## config.mk

```make
export PLATFORM = sky130hd
export DESIGN_NAME = sdram_burst_seq
export DESIGN_NICKNAME = d
export VERILOG_FILES = /design/src/rtl/sdram_seq_pkg.sv /design/src/rtl/sdram_wait_timer.sv /design/src/rtl/sdram_col_walk.sv /design/src/rtl/sdram_rd_pipe.sv /design/src/rtl/sdram_burst_seq.sv
export SDC_FILE = /design/constraint.sdc
export NUM_CORES = 1
export LEC_CHECK = 0
export ABC_AREA = 1
export CORE_MARGIN = 1.5
export CORE_UTILIZATION = 40
export DETAILED_ROUTE_END_ITERATION = 12
export PLACE_DENSITY_LB_ADDON = 0.3
export SYNTH_ARGS = -nofsm -noshare
export SYNTH_HDL_FRONTEND = slang
export SYNTH_SLANG_ARGS = --single-unit
```

## constraint.sdc

```tcl
create_clock -name clk -period 5.62 [get_ports clk]
set_input_delay 1.124 -clock clk [delete_from_list [all_inputs] [get_ports clk]]
set_output_delay 1.124 -clock clk [all_outputs]
set_load 0.05 [all_outputs]
```

## src/rtl/sdram_seq_pkg.sv

```systemverilog
package sdram_seq_pkg;
  // {cs_n, ras_n, cas_n, we_n}
  typedef enum logic [3:0] {
    CMD_MRS = 4'b0000,
    CMD_PRE = 4'b0010,
    CMD_ACT = 4'b0011,
    CMD_WR  = 4'b0100,
    CMD_RD  = 4'b0101,
    CMD_BST = 4'b0110,
    CMD_NOP = 4'b0111
  } sd_cmd_e;

  typedef enum logic [2:0] {
    ST_MODE, ST_MWAIT, ST_IDLE, ST_RCD, ST_BURST, ST_PRE, ST_TRP
  } seq_st_e;

  localparam logic [2:0] BL_FULL = 3'b111;
endpackage

```

## src/rtl/sdram_wait_timer.sv

```systemverilog
module sdram_wait_timer #(
  parameter int W = 3
) (
  input  logic         clk,
  input  logic         rst_n,
  input  logic         load,
  input  logic [W-1:0] load_val,
  output logic         zero
);
  logic [W-1:0] cnt;

  always_ff @(posedge clk or negedge rst_n) begin
    if (!rst_n)              cnt <= '0;
    else if (load)           cnt <= load_val;
    else if (cnt != '0)      cnt <= cnt - 1'b1;
  end

  assign zero = (cnt == '0);
endmodule

```

## src/rtl/sdram_col_walk.sv

```systemverilog
module sdram_col_walk #(
  parameter int COL_W = 9
) (
  input  logic             clk,
  input  logic             rst_n,
  input  logic             start,
  input  logic [COL_W-1:0] start_col,
  input  logic             step,
  input  logic [COL_W-1:0] wrap_mask,
  output logic [COL_W-1:0] col_cur,
  output logic [COL_W-1:0] col_nxt
);
  logic [COL_W-1:0] inc;

  assign inc = col_cur + 1'b1;

  always_comb begin
    if (start)     col_nxt = start_col;
    else if (step) col_nxt = (col_cur & ~wrap_mask) | (inc & wrap_mask);
    else           col_nxt = col_cur;
  end

  always_ff @(posedge clk or negedge rst_n) begin
    if (!rst_n) col_cur <= '0;
    else        col_cur <= col_nxt;
  end
endmodule

```

## src/rtl/sdram_rd_pipe.sv

```systemverilog
module sdram_rd_pipe #(
  parameter int DATA_W = 16,
  parameter int COL_W  = 9,
  parameter int DEPTH  = 2
) (
  input  logic              clk,
  input  logic              rst_n,
  input  logic              beat_v,
  input  logic [COL_W-1:0]  beat_col,
  input  logic [DATA_W-1:0] dq_in,
  output logic              rd_valid,
  output logic [DATA_W-1:0] rd_data,
  output logic [COL_W-1:0]  rd_col,
  output logic              busy
);
  logic [DEPTH-1:0] v;
  logic [COL_W-1:0] c [DEPTH];

  for (genvar k = 0; k < DEPTH; k++) begin : g_stage
    if (k == 0) begin : g_head
      always_ff @(posedge clk or negedge rst_n) begin
        if (!rst_n) begin v[0] <= 1'b0; c[0] <= '0; end
        else        begin v[0] <= beat_v; c[0] <= beat_col; end
      end
    end else begin : g_body
      always_ff @(posedge clk or negedge rst_n) begin
        if (!rst_n) begin v[k] <= 1'b0; c[k] <= '0; end
        else        begin v[k] <= v[k-1]; c[k] <= c[k-1]; end
      end
    end
  end

  always_ff @(posedge clk or negedge rst_n) begin
    if (!rst_n) begin
      rd_valid <= 1'b0; rd_data <= '0; rd_col <= '0;
    end else begin
      rd_valid <= v[DEPTH-1];
      rd_col   <= c[DEPTH-1];
      if (v[DEPTH-1]) rd_data <= dq_in;
    end
  end

  assign busy = |v;
endmodule

```

## src/rtl/sdram_burst_seq.sv

```systemverilog
module sdram_burst_seq
  import sdram_seq_pkg::*;
#(
  parameter int BANK_W  = 2,
  parameter int ROW_W   = 12,
  parameter int COL_W   = 9,
  parameter int DATA_W  = 16,
  parameter int T_RCD   = 2,
  parameter int CAS_LAT = 2,
  parameter int T_RP    = 2,
  parameter int T_MRD   = 2
) (
  input  logic              clk,
  input  logic              rst_n,
  input  logic [2:0]        cfg_blen,
  input  logic              req_valid,
  output logic              req_ready,
  input  logic              req_write,
  input  logic [BANK_W-1:0] req_bank,
  input  logic [ROW_W-1:0]  req_row,
  input  logic [COL_W-1:0]  req_col,
  input  logic [COL_W:0]    req_len,
  input  logic              wr_valid,
  output logic              wr_ready,
  input  logic [DATA_W-1:0] wr_data,
  output logic [COL_W-1:0]  wr_col,
  output logic              rd_valid,
  output logic [DATA_W-1:0] rd_data,
  output logic [COL_W-1:0]  rd_col,
  output logic              done,
  output logic              sd_cs_n,
  output logic              sd_ras_n,
  output logic              sd_cas_n,
  output logic              sd_we_n,
  output logic [BANK_W-1:0] sd_ba,
  output logic [ROW_W-1:0]  sd_addr,
  output logic [DATA_W-1:0] sd_dq_out,
  output logic              sd_dq_oe,
  input  logic [DATA_W-1:0] sd_dq_in
);
  localparam int LEN_W     = COL_W + 1;
  localparam int ROW_WORDS = 1 << COL_W;
  localparam int TMR_W     = $clog2(T_RCD + T_RP + T_MRD + 1);

  seq_st_e           st;
  sd_cmd_e           cmd_q;
  logic [BANK_W-1:0] ba_q, bank_q;
  logic [ROW_W-1:0]  addr_q, mode_word;
  logic [2:0]        code_q;
  logic              op_wr;
  logic [COL_W-1:0]  scol_q;
  logic [LEN_W-1:0]  len_q, len_eff, fixed_n, burst_n, left;
  logic              beat_act, done_q, oe_q;
  logic [DATA_W-1:0] dq_q;
  logic              full_pg;
  logic [1:0]        bl_log;
  logic [COL_W-1:0]  wrap_mask, col_cur, col_nxt;
  logic              col_start, col_step;
  logic              tmr_load, tmr_zero;
  logic [TMR_W-1:0]  tmr_val;
  logic              rd_busy;

  // burst geometry from the latched mode code
  assign full_pg   = (code_q == BL_FULL);
  assign bl_log    = code_q[2] ? 2'd3 : code_q[1:0];
  assign fixed_n   = LEN_W'(1) << bl_log;
  assign len_eff   = (len_q == '0) ? LEN_W'(1) :
                     (len_q > LEN_W'(ROW_WORDS)) ? LEN_W'(ROW_WORDS) : len_q;
  assign burst_n   = full_pg ? len_eff : fixed_n;
  assign wrap_mask = full_pg ? '1 : COL_W'(fixed_n - 1'b1);

  always_comb begin
    mode_word      = '0;
    mode_word[2:0] = cfg_blen;
    mode_word[6:4] = 3'(CAS_LAT);
  end

  assign col_start = (st == ST_RCD) && tmr_zero;
  assign col_step  = (st == ST_BURST) && (left != '0);
  assign wr_ready  = op_wr && (col_start || col_step);
  assign wr_col    = col_nxt;
  assign req_ready = (st == ST_IDLE);

  always_comb begin
    tmr_load = 1'b0;
    tmr_val  = '0;
    case (st)
      ST_MODE:  begin tmr_load = 1'b1; tmr_val = TMR_W'(T_MRD - 1); end
      ST_IDLE:  if (req_valid) begin tmr_load = 1'b1; tmr_val = TMR_W'(T_RCD - 1); end
      ST_BURST: if (left == '0 && !full_pg) begin tmr_load = 1'b1; tmr_val = TMR_W'(T_RP - 1); end
      ST_PRE:   begin tmr_load = 1'b1; tmr_val = TMR_W'(T_RP - 1); end
      default:  ;
    endcase
  end

  sdram_wait_timer #(.W(TMR_W)) u_timer (
    .clk(clk), .rst_n(rst_n), .load(tmr_load), .load_val(tmr_val), .zero(tmr_zero)
  );

  sdram_col_walk #(.COL_W(COL_W)) u_walk (
    .clk(clk), .rst_n(rst_n), .start(col_start), .start_col(scol_q),
    .step(col_step), .wrap_mask(wrap_mask), .col_cur(col_cur), .col_nxt(col_nxt)
  );

  sdram_rd_pipe #(.DATA_W(DATA_W), .COL_W(COL_W), .DEPTH(CAS_LAT)) u_rdpipe (
    .clk(clk), .rst_n(rst_n), .beat_v(beat_act && !op_wr), .beat_col(col_cur),
    .dq_in(sd_dq_in), .rd_valid(rd_valid), .rd_data(rd_data), .rd_col(rd_col),
    .busy(rd_busy)
  );

  always_ff @(posedge clk or negedge rst_n) begin
    if (!rst_n) begin
      st <= ST_MODE; cmd_q <= CMD_NOP; ba_q <= '0; addr_q <= '0;
      code_q <= '0; op_wr <= 1'b0; bank_q <= '0; scol_q <= '0;
      len_q <= '0; left <= '0; beat_act <= 1'b0; done_q <= 1'b0;
    end else begin
      cmd_q  <= CMD_NOP;
      done_q <= 1'b0;
      case (st)
        ST_MODE: begin
          cmd_q <= CMD_MRS; ba_q <= '0; addr_q <= mode_word;
          code_q <= cfg_blen; st <= ST_MWAIT;
        end
        ST_MWAIT: if (tmr_zero) st <= ST_IDLE;
        ST_IDLE: if (req_valid) begin
          op_wr <= req_write; bank_q <= req_bank; scol_q <= req_col;
          len_q <= req_len;
          cmd_q <= CMD_ACT; ba_q <= req_bank; addr_q <= req_row;
          st <= ST_RCD;
        end
        ST_RCD: if (tmr_zero) begin
          cmd_q <= op_wr ? CMD_WR : CMD_RD;
          ba_q <= bank_q; addr_q <= ROW_W'(scol_q);
          left <= burst_n - 1'b1; beat_act <= 1'b1; st <= ST_BURST;
        end
        ST_BURST: begin
          if (left != '0) left <= left - 1'b1;
          else begin
            beat_act <= 1'b0;
            if (full_pg) begin
              cmd_q <= CMD_BST; st <= ST_PRE;
            end else begin
              cmd_q <= CMD_PRE; addr_q <= '0; st <= ST_TRP;
            end
          end
        end
        ST_PRE: begin
          cmd_q <= CMD_PRE; addr_q <= '0; st <= ST_TRP;
        end
        ST_TRP: if (tmr_zero && !rd_busy) begin
          done_q <= 1'b1; st <= ST_IDLE;
        end
        default: st <= ST_IDLE;
      endcase
    end
  end

  always_ff @(posedge clk or negedge rst_n) begin
    if (!rst_n) begin
      oe_q <= 1'b0; dq_q <= '0;
    end else begin
      oe_q <= wr_ready;
      if (wr_ready && wr_valid) dq_q <= wr_data;
    end
  end

  assign sd_cs_n   = cmd_q[3];
  assign sd_ras_n  = cmd_q[2];
  assign sd_cas_n  = cmd_q[1];
  assign sd_we_n   = cmd_q[0];
  assign sd_ba     = ba_q;
  assign sd_addr   = addr_q;
  assign sd_dq_out = dq_q;
  assign sd_dq_oe  = oe_q;
  assign done      = done_q;
endmodule

```

==> results of run 1 <==
## routing by layer
metal	up-vias	part of all wire, %
met4	0	1.3
met3	18	5.0
met5	-	0
li1	2237	-
met2	151	48
met1	2203	46
## power breakdown
part	internal, W	switching [W]	leakage (nW)	total, W
Clock	0.000656	0.000423	0.273	0.00108
Sequential	0.00140	0.000256	1.60	0.00165
Combinational	0.000913	0.00185	1.78	0.00277
## stage by stage
stage / setup slack [ns] / utilization (%) / std cells / power, W
floorplan: 2.04 / - / 599 / 0.00354
global placement: 1.60 / 52.3 / 907 / 0.00438
detailed placement: 1.49 / 52.3 / 907 / 0.00444
CTS: 1.04 / 56.4 / 939 / 0.00554
global route: 0.798 / 56.4 / 939 / 0.00584
finish: 1.02 / 56.4 / 939 / 0.00550
## layout by cell type (no fill, tap or decap), drive strengths merged
cell	synthesis	routed
or2	2	2
buf	10	4
nand3b	6	6
nand4	5	5
clkdlybuf4s50	0	143
nand2	156	156
a41oi	1	1
dfrtp	129	129
ha	4	4
a31oi	1	1
dfstp	3	3
nor2	54	54
o31ai	1	1
clkinv	1	6
clkbuf	9	18
a221oi	4	4
bufinv	0	2
inv	60	63
o22ai	2	2
clkinvlp	0	4
conb	1	1
nand3	43	43
nor4	4	4
a21oi	24	24
o21bai	2	2
xnor2	1	1
nor3	6	6
mux2	27	27
xor2	5	5
o21ai	38	38
## sequential cells by signal, summed over array words and instances (netlist names), 9 cells and up
signal and count:
u_rdpipe.c 18, sd_dq_out 16, u_rdpipe.rd_data 16, sd_addr 12
left 10, len_q 10, scol_q 9, u_rdpipe.rd_col 9
u_walk.col_cur 9
## how the worst max path moves through the flow
stage | to | slack (ns) | cells past startpoint
floorplan | wr_col[0] | 2.04 | 7
global placement | wr_ready | 1.60 | 8
detailed placement | wr_ready | 1.49 | 8
CTS | wr_ready | 1.04 | 8
global route | wr_ready | 0.80 | 8
finish | wr_ready | 1.02 | 8
## cell type report
class | instances | area share, %
repair buffers | 147 | 18.7
multi-input cells | 387 | 25.9
clock inverters | 14 | 1.95
well taps | 180 | 2.87
inverters | 61 | 2.95
flip-flops and latches | 132 | 42.2
clock buffers | 18 | 5.48
## cells by family (layout without fill, tap and decap cells)
logic type / count (synthesis) / count (layout) / share of synthesized area (%)
muxes: 27 / 27 / 5.36
and+or+nand+nor: 276 / 276 / 21.4
AOI/OAI and AO/OA: 73 / 73 / 7.10
buffers and inverters: 80 / 240 / 5.93
adders and majority gates: 4 / 4 / 0.882
xor gates and xnor gates: 6 / 6 / 0.927
DFF: 132 / 132 / 58.3
other: 1 / 1 / 0.0661
==> results.md, run 1 <==
- Status: finished clean
- WHS: ~0.34 ns
- Cell taking the most area after synthesis: dfrtp_1
- TritonCTS clock tree: yes
- RSZ-0062 raised after global routing: no
- Post-DP Area: approximately 7300 µm²
- Worst VDD drop: approximately 260 µV
- Number of vias per cell: 4.91
- Area delta synth->final: 38.1%
- Busiest grt layer: met2
- Clock root cell: clkbuf_16
- Synth area leaders: dfrtp_1 (57%), nand2_1 (10%), mux2_2 (5.4%), nand3_1 (3.8%), inv_1 (3.7%)
- CTS Buf Count: 17
- Setup TNS: 0 ns
- #FFs+latches synth: 132
- # clock sinks: ~130
- Slew headroom: 31.0%
- Total Routing Usage GR: about a fifth
- Total number of vias: 4609
- GRT met2 Usage: between 30 and 40%
- Sequential cell area: ~3300 µm²
- Initial antenna violation count: 0
- Post-synth ARST share: 100%
- Core footprint: around 14000 µm²
- Reg-to-reg startpoint: st[1]$_DFFE_PN0P_
- Top cells by count, synth: nand2_1 (152), dfrtp_1 (129), inv_1 (56)
- Starting Density: between 40% and 50%
- Avg Synthesized Cell Area: 9.47 µm²
- Min-Delay Endpoint: u_rdpipe.rd_col[3]$_DFF_PN0_
- EDFF count, synth: 0
- Final Max Tran Viols: 0
- Grt ovf: 0
- Peak Freq: 218 MHz
- N_diodes: 0
- Clock Latency Late Sink: 0.42 ns
- Fin crit share: 81.8%
- Die extent in x: roughly 120 µm
- Worst-Margin Slew: between 1 and 1.5 ns
- Setup CP Type: reg2out
- Setup Skew: 0.0174 ns
- First-pass GRT wire length: about 22 mm
- Minimum clock period: around 4.6 ns
- Final setup fails: 0
- CP top delay family: simple AND/OR/NAND/NOR gates
- Hold WC Path Type: reg2reg
- Post-CTS sizing: 0
- Critical path capture point type: primary output
- Syn Std Cell Area: approximately 5700 µm²
- Post-Synthesis Net Count: 676
- Worst Path Buf+Inv: 3
- H-Tree Depth: 4
- Drt pass-1 iters: 5
- Yosys warns: 0
- Hold path depth: 0
- Most frequent cell after synthesis: nand2_1
- Nature of the critical path startpoint: register
- Pin count of the biggest net entering global routing: between 80 and 90
- Longest Clk Path Bufs: 2
- Antenna viol nets, final: 0
- Met3 Use GR: under 10%
- Worst r2r dst: sd_dq_out[15]$_DFFE_PN0P_
- First DRT Iteration DRCs: between 300 and 400
- Synth top area share: between 50% and 60%
- Filler cell count: between 1000 and 1500
- R2R setup slack: 2.96 ns
- GP Congestion: a little under 0.9
- Slowest-stage cell, CP: clkdlybuf4s50_1
- Design Area, Final: 7840 µm²
- Leak pwr: roughly 3.7 nW
- Number of library cell types mapped by synthesis: 39
- Arrival time worst endpoint: 3.47 ns
- Number of global-route vias before repair: roughly 4600
- CP cell instances: nor2_2, nand2_2, nor2_2, inv_2, nand2_2, inv_2, nor2_8, clkdlybuf4s50_1
- Post-Syn Instances: 599
- Met1 usage: 26.5%
- Hold_sp: u_rdpipe.c[3]$_DFF_PN0_
- Die area: about 15000 µm²
- Cell count of the worst reg-to-reg path: 10
- Sequential share of the synthesized area: about 58%
- Wirelength per Cell: between 10 and 15 µm
- IO Count: ~150
- Pwr dens: roughly 700 nW/µm²
- Max cap viols: 0
- Multi-input logic area: a little over 2000 µm²
- Layout cell share with drive strength beyond 1: 11.1%
- CP max FO: 19
- Slowest stage delay, CP: around 0.86 ns
- Crit. Startpoint: st[1]$_DFFE_PN0P_
- Post-CTS Hold Buffers: 0
- DRC: 0
- Worst-path clk slew: ~0.06 ns
- Final hold vios: 0
- # rows: 43
- CP required: roughly 4.5 ns
- Final nets: between 800 and 900
- Dpl hpwl: roughly 10 mm
- Final wirelength: ~14 mm
- Setup bufs post-CTS: 0
- Die height: between 100 and 150 µm
- Dominant synthesized flop cell: dfrtp_1
- PortBufs: 144
Note: power is estimated with default switching activity, not from simulation.
==> run 2: changes to the inputs <==
Clock period 5.62 ns to 4.3 ns, I/O delays scaled along.
==> run 2 against run 1 <==
Effect of this change: worst setup slack lost 0.73 ns; combinational power grew 32%; critical endpoint is now wr_col[5]; die area is the same; critical path type unchanged; clock power grew 53%; non-clock buffer count grew 1.
==> results.md, run 2 (same netlist as run 1, synthesis figures left out) <==
- Arrival time worst endpoint: 3.14 ns (-0.33 ns)
- Met3 Use GR: 6.32% (+1.5 points)
- Hold path depth: 0 (unchanged)
- Combinational share of power: 48.9% (-1.4 points)
- TritonCTS clock tree: yes
- Pwr dens: 940 nW/µm² (+34%)
- Final nets: 824 (+0.12%)
- Dpl hpwl: 10.7 mm (+2.9%)
- GP Congestion: 0.857 (-1.3%)
- Setup Skew: 0.00982 ns (-0.00753 ns)
- Starting Density: 40.9% (unchanged)
- Total Routing Usage GR: 20.7% (+1.1 points)
- Final wirelength: 14.6 mm (+5.2%)
- CP cell instances: inv_1, nor3_4, inv_2, nor2_1, inv_1, buf_4, o21ai_0, clkdlybuf4s50_1
- Busiest grt layer: met2
- Commonest non-fill, non-tap cells in the layout: nand2_1 (152), clkdlybuf4s50_1 (142), dfrtp_1 (129)
- Fin crit share: between 90% and 100%
- Reg-to-reg startpoint: st[1]$_DFFE_PN0P_
- Setup TNS: 0 ns (unchanged)
- Number of global-route vias before repair: 4852 (+5.1%)
- First-pass GRT wire length: 23.5 mm (+5.1%)
- Drt pass-1 iters: 5 (unchanged)
- Longest Clk Path Bufs: 2 (unchanged)
- R2R setup slack: 1.79 ns (-1.17 ns)
- Slew headroom: 30.3% (-0.73 points)
- GRT met2 Usage: 33.9% (+3.7 points)
- Number of vias per cell: 5.02 (+2.3%)
- Final hold vios: 0 (unchanged)
- Max reg flops: 18 (unchanged)
- Antenna viol nets, final: 0 (unchanged)
- DRC: 0 (unchanged)
- Slowest stage delay, CP: 0.88 ns (+0.02 ns)
- Die extent in x: 122 µm (unchanged)
- Status: finished clean
- Layout cell share with drive strength beyond 1: 11.2% (+0.12 points)
- Nature of the critical path startpoint: register
- Clock share of power: 22.1% (+2.5 points)
- Core footprint: 13900 µm² (unchanged)
- Worst Path Buf+Inv: 5 (+2)
- Final Max Tran Viols: 0 (unchanged)
- CP max FO: 19 (unchanged)
- Min-Delay Endpoint: u_rdpipe.rd_col[8]$_DFF_PN0_
- # rows: 43 (unchanged)
- Most common cell after layout, fill and taps aside: nand2_1
- Total number of vias: 4721 (+2.4%)
- Final setup fails: 0 (unchanged)
- CTS Buf Count: 17 (unchanged)
- Post-Layout Cell Count: 940 (+0.11%)
- NetSw: 0.00336 W (+33%)
- CP required: 3.44 ns (-1.06 ns)
- CP top delay family: buffers and inverters
- H-Tree Depth: 4 (unchanged)
- Worst-Margin Slew: 1.05 ns (+0.0110 ns)
- Setup CP Type: reg2out
- Hold_sp: u_rdpipe.c[8]$_DFF_PN0_
- Flop pwr share: 29.0% (-1.1 points)
- Pin count of the biggest net entering global routing: 86 (unchanged)
- Worst r2r dst: sd_dq_out[2]$_DFFE_PN0P_
- # clock sinks: 132 (unchanged)
- Hold WC Path Type: reg2reg
- Worst-path clk slew: 0.06 ns (about the same)
- N_diodes: 0 (unchanged)
- RSZ-0062 raised after global routing: no
- Cell count of the worst reg-to-reg path: 10 (unchanged)
- Largest Register: u_rdpipe.c
- Max cap viols: 0 (unchanged)
- Most common cell on crit path: inv_1
- PortBufs: 144 (unchanged)
- IO Count: 146 (unchanged)
- Met1 usage: 25.8% (-0.71 points)
- Die height: 122 µm (unchanged)
- Net Sw Frac: 44.9% (-1.1 points)
- Critical path capture point type: primary output
- Filler cell count: 1190 (-0.83%)
- Clock root cell: clkbuf_16
- Wirelength per Cell: 15.6 µm (+5.1%)
- Die area: 14900 µm² (unchanged)
- Area delta synth->final: 40.3%
- Initial antenna violation count: 0 (unchanged)
- Slowest-stage cell, CP: clkdlybuf4s50_1
- Peak Freq: roughly 250 MHz
- Grt ovf: 0 (unchanged)
- Leak pwr: 3.73 nW (+2.1%)
- P_int: 0.00412 W (+39%)
- Cell total after placement: 908 (+0.11%)
- Total power: 0.00748 W (+36%)
- Clock Latency Late Sink: 0.43 ns (about the same)
- First DRT Iteration DRCs: 345 (+4.9%)
- Minimum clock period: ~4 ns
- Worst VDD drop: 341 µV (+33%)
[run 2: worst max-delay path by stage]
stage | from | slack [ns] | depth (start not counted) | endpoint
2_1_floorplan | st[2]$_DFFE_PN0P_ | 0.98 | 7 | wr_col[0]
3_3_place_gp | st[1]$_DFFE_PN0P_ | 0.52 | 8 | wr_ready
3_5_place_dp | st[1]$_DFFE_PN0P_ | 0.40 | 8 | wr_ready
4_1_cts | st[1]$_DFFE_PN0P_ | 0.13 | 8 | wr_ready
5_1_grt | st[1]$_DFFE_PN0P_ | 0.07 | 8 | wr_col[5]
6_report | st[1]$_DFFE_PN0P_ | 0.30 | 8 | wr_col[5]
[run 2: layout make-up]
cell class,count,area [µm²],area share [%]
tap,180,225,2.83
multi-input combinational,387,2030,25.6
timing repair buffer,148,1480,18.6
inverter,61,231,2.91
clock buffer,18,429,5.39
sequential,132,3310,41.6
clock inverter,14,248,3.11
[run 2: timing repair]
item                                    in CTS  in global routing
hold buffers                                 0                  0
buffers inserted                             0                  0
gates resized for setup                      1                  1
endpoints found under the setup margin       1                  1
[run 2: worst register-to-register path, cell delays in order (launching register included)]
cell     delay, ns
dfrtp_1       0.46
nor2_2        0.19
nand2_2       0.23
nor2_4        0.37
inv_2         0.11
nand2_2       0.22
inv_2         0.16
nor2_8        0.27
nand2_4       0.20
nand2_1       0.13
nand2_1       0.06
[run 2: routing by layer]
| metal | wire (µm) | vias up |
|---|---|---|
| li1 | - | 2237 |
| met1 | 6340 | 2283 |
| met2 | 7030 | 173 |
| met3 | 898 | 28 |
| met4 | 376 | 0 |
| met5 | 0 | - |
[run 2: per-stage QoR]
step	util, %	worst slack, ns	hold WS, ns	area, µm²
2_1_floorplan	-	0.981	0.331	5670
3_3_place_gp	52.4	0.521	0.332	7270
3_5_place_dp	52.4	0.402	0.336	7270
4_1_cts	57.3	0.130	0.348	7960
5_1_grt	57.3	0.0749	0.353	7960
6_report	57.3	0.297	0.349	7960
[run 2: power by group through the flow]
stage               combinational (W)  clock (W)  sequential [W]
floorplan                     0.00163          0         0.00300
global placement              0.00359          0         0.00215
detailed placement            0.00365          0         0.00219
CTS                           0.00368    0.00168         0.00217
global route                  0.00395    0.00175         0.00224
finish                        0.00366    0.00165         0.00217
